**src/rtl/ctlbank_pkg.sv**
```systemverilog
// Package: shared widths, register addresses and field layouts for the PHY
// control register bank. Assumes a 32-bit write word with a 16-bit stored half.
package ctlbank_pkg;
    localparam int WORD_W    = 32;
    localparam int HALF_W    = WORD_W / 2;
    localparam int LANES     = 4;
    localparam int TDATA_W   = 8;
    localparam int NUM_CTRL  = 3;
    localparam int ADDR_LANE = 0;
    localparam int ADDR_TURN = 1;
    localparam int ADDR_TEST = 2;
    localparam int ADDR_STAT = 3;
    localparam int NUM_MAPPED = ADDR_STAT + 1;

    // Lane register layout, MSB first.
    typedef struct packed {
        logic [LANES-1:0] turn_dis;
        logic [LANES-1:0] force_stop;
        logic [LANES-1:0] force_rx;
        logic [LANES-1:0] lane_en;
    } lane_ctl_t;

    // Test register layout, MSB first.
    typedef struct packed {
        logic [HALF_W-TDATA_W-4:0] spare;
        logic                      clr;
        logic                      tclk;
        logic                      en;
        logic [TDATA_W-1:0]        din;
    } test_ctl_t;
endpackage

```
**src/rtl/hw_mask_reg.sv**
```systemverilog
// Module: hw_mask_reg
// One stored half-word whose bits update individually under a per-bit enable.
// Assumes: the caller has already split the write word into values and enables.
module hw_mask_reg #(
    parameter int W = 16
) (
    input  logic         clk,
    input  logic         rst_n,
    input  logic         we,
    input  logic [W-1:0] val,
    input  logic [W-1:0] msk,
    output logic [W-1:0] q
);
    logic [W-1:0] nxt;

    // Merge: enabled bits take the new value, the rest keep the old one.
    always_comb begin
        nxt = (q & ~msk) | (val & msk);
    end

    // State: synchronous clear, else load the merged word on a write.
    always_ff @(posedge clk) begin
        if (!rst_n)  q <= '0;
        else if (we) q <= nxt;
    end

    AST_RESET_ZERO: assert property (@(posedge clk) !rst_n |=> q == '0);
    AST_MASKED_LOAD: assert property (@(posedge clk) disable iff (!rst_n)
        we |=> (q & $past(msk)) == ($past(val) & $past(msk)));
    AST_UNMASKED_HOLD: assert property (@(posedge clk) disable iff (!rst_n)
        we |=> (q & ~$past(msk)) == ($past(q) & ~$past(msk)));
    AST_IDLE_HOLD: assert property (@(posedge clk) disable iff (!rst_n)
        !we |=> $stable(q));
endmodule

```
**src/rtl/ctl_read_mux.sv**
```systemverilog
// Module: ctl_read_mux
// Selects the read word: the control registers zero-extended, the status byte,
// or zero for unmapped addresses. Assumes: control registers occupy addresses 0..NUM_CTRL-1.
module ctl_read_mux
    import ctlbank_pkg::*;
#(
    parameter int ADDR_W = 3
) (
    input  logic                             clk,
    input  logic                             rst_n,
    input  logic [ADDR_W-1:0]                addr,
    input  logic [NUM_CTRL-1:0][HALF_W-1:0]  ctl,
    input  logic [TDATA_W-1:0]               status,
    output logic [WORD_W-1:0]                rdata
);
    // Decode: the address picks the source, and zero is the default.
    always_comb begin
        rdata = '0;
        if (int'(addr) < NUM_CTRL)
            rdata = {{(WORD_W-HALF_W){1'b0}}, ctl[addr[$clog2(NUM_CTRL)-1:0]]};
        else if (int'(addr) == ADDR_STAT)
            rdata = {{(WORD_W-TDATA_W){1'b0}}, status};
    end

    AST_CTRL_UPPER_ZERO: assert property (@(posedge clk) disable iff (!rst_n)
        (int'(addr) < NUM_CTRL) |-> rdata[WORD_W-1:HALF_W] == '0);
    AST_UNMAPPED_READ: assert property (@(posedge clk) disable iff (!rst_n)
        (int'(addr) >= NUM_MAPPED) |-> rdata == '0);
endmodule

```
**src/rtl/phy_ctl_bank.sv**
```systemverilog
// Module: phy_ctl_bank (top)
// Bank of three half-word write-masked control registers plus one read-only
// status byte. Fields go out as plain wires to the PHY.
// Assumes: a single-cycle write strobe and a combinational read.
module phy_ctl_bank
    import ctlbank_pkg::*;
#(
    parameter int ADDR_W = 3
) (
    input  logic                clk,
    input  logic                rst_n,
    input  logic                wr_en,
    input  logic [ADDR_W-1:0]   addr,
    input  logic [WORD_W-1:0]   wdata,
    output logic [WORD_W-1:0]   rdata,
    output logic [LANES-1:0]    lane_en,
    output logic [LANES-1:0]    force_rx,
    output logic [LANES-1:0]    force_stop,
    output logic [LANES-1:0]    turn_dis,
    output logic [LANES-1:0]    turn_req,
    output logic [TDATA_W-1:0]  test_din,
    output logic                test_en,
    output logic                test_clk,
    output logic                test_clr,
    input  logic [TDATA_W-1:0]  test_dout
);
    logic [NUM_CTRL-1:0][HALF_W-1:0] ctl_q;
    logic [HALF_W-1:0]               wr_val;
    logic [HALF_W-1:0]               wr_msk;
    lane_ctl_t                       lane_f;
    test_ctl_t                       test_f;

    // Split: value half and enable half of the write word.
    always_comb begin
        wr_val = wdata[HALF_W-1:0];
        wr_msk = wdata[WORD_W-1:HALF_W];
    end

    // One masked register per control address, each with its own write decode.
    for (genvar g = 0; g < NUM_CTRL; g++) begin : g_reg
        logic sel_we;
        always_comb sel_we = wr_en && (int'(addr) == g);
        hw_mask_reg #(.W(HALF_W)) i_reg (
            .clk   (clk),
            .rst_n (rst_n),
            .we    (sel_we),
            .val   (wr_val),
            .msk   (wr_msk),
            .q     (ctl_q[g])
        );
    end

    ctl_read_mux #(.ADDR_W(ADDR_W)) i_rmux (
        .clk    (clk),
        .rst_n  (rst_n),
        .addr   (addr),
        .ctl    (ctl_q),
        .status (test_dout),
        .rdata  (rdata)
    );

    // Field fan-out: stored bits to PHY-facing wires.
    always_comb begin
        lane_f     = lane_ctl_t'(ctl_q[ADDR_LANE]);
        test_f     = test_ctl_t'(ctl_q[ADDR_TEST]);
        lane_en    = lane_f.lane_en;
        force_rx   = lane_f.force_rx;
        force_stop = lane_f.force_stop;
        turn_dis   = lane_f.turn_dis;
        turn_req   = ctl_q[ADDR_TURN][LANES-1:0];
        test_din   = test_f.din;
        test_en    = test_f.en;
        test_clk   = test_f.tclk;
        test_clr   = test_f.clr;
    end

    AST_STATUS_WR_IGNORED: assert property (@(posedge clk) disable iff (!rst_n)
        (wr_en && int'(addr) == ADDR_STAT) |=> $stable(ctl_q));
    AST_UNMAPPED_WR_IGNORED: assert property (@(posedge clk) disable iff (!rst_n)
        (wr_en && int'(addr) >= NUM_MAPPED) |=> $stable(ctl_q));
    AST_NO_STROBE_HOLD: assert property (@(posedge clk) disable iff (!rst_n)
        !wr_en |=> $stable(ctl_q));
endmodule

```
**config.mk**
```make
export PLATFORM = sky130hd
export DESIGN_NAME = phy_ctl_bank
export DESIGN_NICKNAME = d
export VERILOG_FILES = /design/src/rtl/ctlbank_pkg.sv /design/src/rtl/hw_mask_reg.sv /design/src/rtl/ctl_read_mux.sv /design/src/rtl/phy_ctl_bank.sv
export SDC_FILE = /design/constraint.sdc
export NUM_CORES = 1
export LEC_CHECK = 0
export BUFFER_PORTS_ARGS = -buffer_cell sky130_fd_sc_hd__buf_4
export CAP_MARGIN = 30
export CORE_UTILIZATION = 53
export CTS_CLUSTER_DIAMETER = 200
export DETAILED_ROUTE_END_ITERATION = 7
export GPL_ROUTABILITY_DRIVEN = 0
export GPL_TIMING_DRIVEN = 1
export PLACE_DENSITY_LB_ADDON = 0.3
export SLEW_MARGIN = 20
export SYNTH_ARGS = -nofsm -noshare
export SYNTH_HDL_FRONTEND = slang
export SYNTH_SLANG_ARGS = --single-unit
```
**constraint.sdc**
```tcl
create_clock -name clk -period 1.9 [get_ports clk]
set_input_delay 0.095 -clock clk [delete_from_list [all_inputs] [get_ports clk]]
set_output_delay 0.095 -clock clk [all_outputs]
set_load 0.01 [all_outputs]
```
==> metrics.txt <==
status complete, no violations; Slew headroom 0.580; met2 wire length 2910 um; maximum vdd drop about 370 uV; commonest non-fill, non-tap cells in the layout 111 x nand2_1, 95 x buf_4, 56 x mux2i_1; CP Class reg -> out; P&R area growth vs syn 17.5%; Pre-antenna DRT Iters 4; vias per cell ~4.9; P_leak 1.70 nW; max_cap viols 0; # IOs approximately 110; postcts setup bufs 0; CP Data Required Time around 1.8 ns; WHS Path Cells 3; r2r setup slk ~1.3 ns; Power Dens Cells 572 nW/um^2; HP Start wdata[23]; Max Clock Freq roughly 670 MHz; Syn Area/Cell 8.81 um^2; worst-case reg-to-reg path depth 2; row cnt 26; Setup-failing EPs final 0; crit-path max FO 3; via count ~2,200; Antenna Cells 0; root buffer cell clkbuf_8; dominant cells by area after synthesis dfxtp_1 35%, mux2i_1 20%, nand2_1 15%; worst-margin pin slew approximately 0.63 ns; Hold/Removal Path Class in -> reg; Sink Count 48; post-synthesis instance area approximately 2800 um^2; RSZ-0062 raised after global routing false; post-synth cell types 18; Starting DRT DRC Count 81; Die H 74.5 um; Routed met1 length ~2600 um; crit path DAT approximately 1.4 ns; DRC 0; GRT Total Usage 0.220; warnings from Yosys 0; Post-DRT Antenna Nets 0; fin crit share 0.781; share of cells above drive strength 1 0.305; dpl hpwl approximately 4000 um; WL final between 5000 and 6000 um; clk_skew 0 ns; Placed Cells roughly 430; Hold-fix buffers, CTS 0; Final Hold Fails 0; final slew viol count 0; cell taking the most area after synthesis dfxtp_1; Tot Pwr roughly 1.9 mW; largest net degree at the start of global routing 65; share of the synthesized area in the top cell type 0.345; initial antenna violation count 0; H-Tree Depth 2; Layout Cells excl Fill 440; global-route wire length before repair around 9200 um; vias in the first global route between 1,500 and 2,000; Die Area between 5000 and 6000 um^2; CTS Buf Count 5; CP startpoint kind flop; NumNets Final around 420; Tmin final between 1 and 1.5 ns; sequential area share after synthesis 0.345; Core ar. 5070 um^2; grt ovf 0; FF+latch count, synth 48; Starting Density 0.549; highest routed layer met4; setup_tns 0 ns; worst skew pair latency 0.30 ns; I/O Buffers 92; commonest non-fill, non-tap cell in the layout nand2_1; Worst-path clk slew ~0.08 ns; chip width 74.5 um; Synth Instances roughly 320; met3 wire len approximately 320 um; CTS resizes 0; CTS tree yes; CTS max path bufs 2; WL per Instance about 13 um; crit end category output pin
==> logic make-up (layout without fill, tap and decap cells) <==
logic type      Yosys count  after routing  synth area share
simple gates            132            132             0.202
flops                    48             48             0.345
compound gates            8              8            0.0252
buf+inv                  63            102             0.161
other cells               1             16           0.00135
mux                      64             64             0.266
==> per-stage QoR <==
| step | area [um^2] | hold slack [ns] | setup WS, ns | utilization |
|---|---|---|---|---|
| 6_report | 3270 | 0.0704 | 0.416 | 0.645 |
| 5_1_grt | 3270 | 0.0716 | 0.355 | 0.645 |
| 4_1_cts | 3270 | 0.0597 | 0.401 | 0.645 |
| 3_5_place_dp | 3190 | 0.387 | 0.538 | 0.629 |
| 3_3_place_gp | 3190 | 0.386 | 0.556 | 0.629 |
| 2_1_floorplan | 2840 | 0.246 | 0.703 | - |
==> worst max path at each step <==
stage | endpoint | slack (ns) | cells past startpoint
floorplan | rdata[6] | 0.70 | 4
finish | rdata[3] | 0.42 | 3
global placement | flop | 0.56 | 4
global route | rdata[3] | 0.35 | 3
detailed placement | flop | 0.54 | 4
CTS | rdata[3] | 0.40 | 3
==> worst max-delay path: stages (launching register included) <==
cell and delay [ns]:
dfxtp_1 0.33, mux4_2 0.46, and2b_1 0.16, buf_4 0.13
==> metal layers <==
metal,vias up,track usage
li1,1083,-
met1,1015,0.271
met2,69,0.382
met3,7,0.0515
met4,0,0.0629
met5,-,0
==> synth_stat cells <==
library cell	n
nor4b_4	1
nand2_1	111
clkbuf_2	2
nor2_1	8
buf_4	45
mux2i_1	56
buf_6	5
nor2b_1	6
a2bb2oi_1	8
nand2_2	1
conb_1	1
mux4_2	8
buf_2	2
clkbuf_1	7
and4bb_2	2
dfxtp_1	48
buf_1	2
and2b_1	3
==> power by group <==
group	switching [mW]	internal, mW
clock network	0.323	0.251
registers	0.00866	1.02
logic	0.139	0.132
==> final cells by class <==
type / instances / area (um^2)
Sequential cell: 48 / 961
Timing Repair Buffer: 95 / 713
Fill cell: 455 / 1800
Clock buffer: 6 / 72.6
Tap cell: 70 / 87.6
Multi-Input combinational cell: 220 / 1430
Clock inverter: 1 / 5.00
No activity file was read; power rests on OpenSTA's default activity.
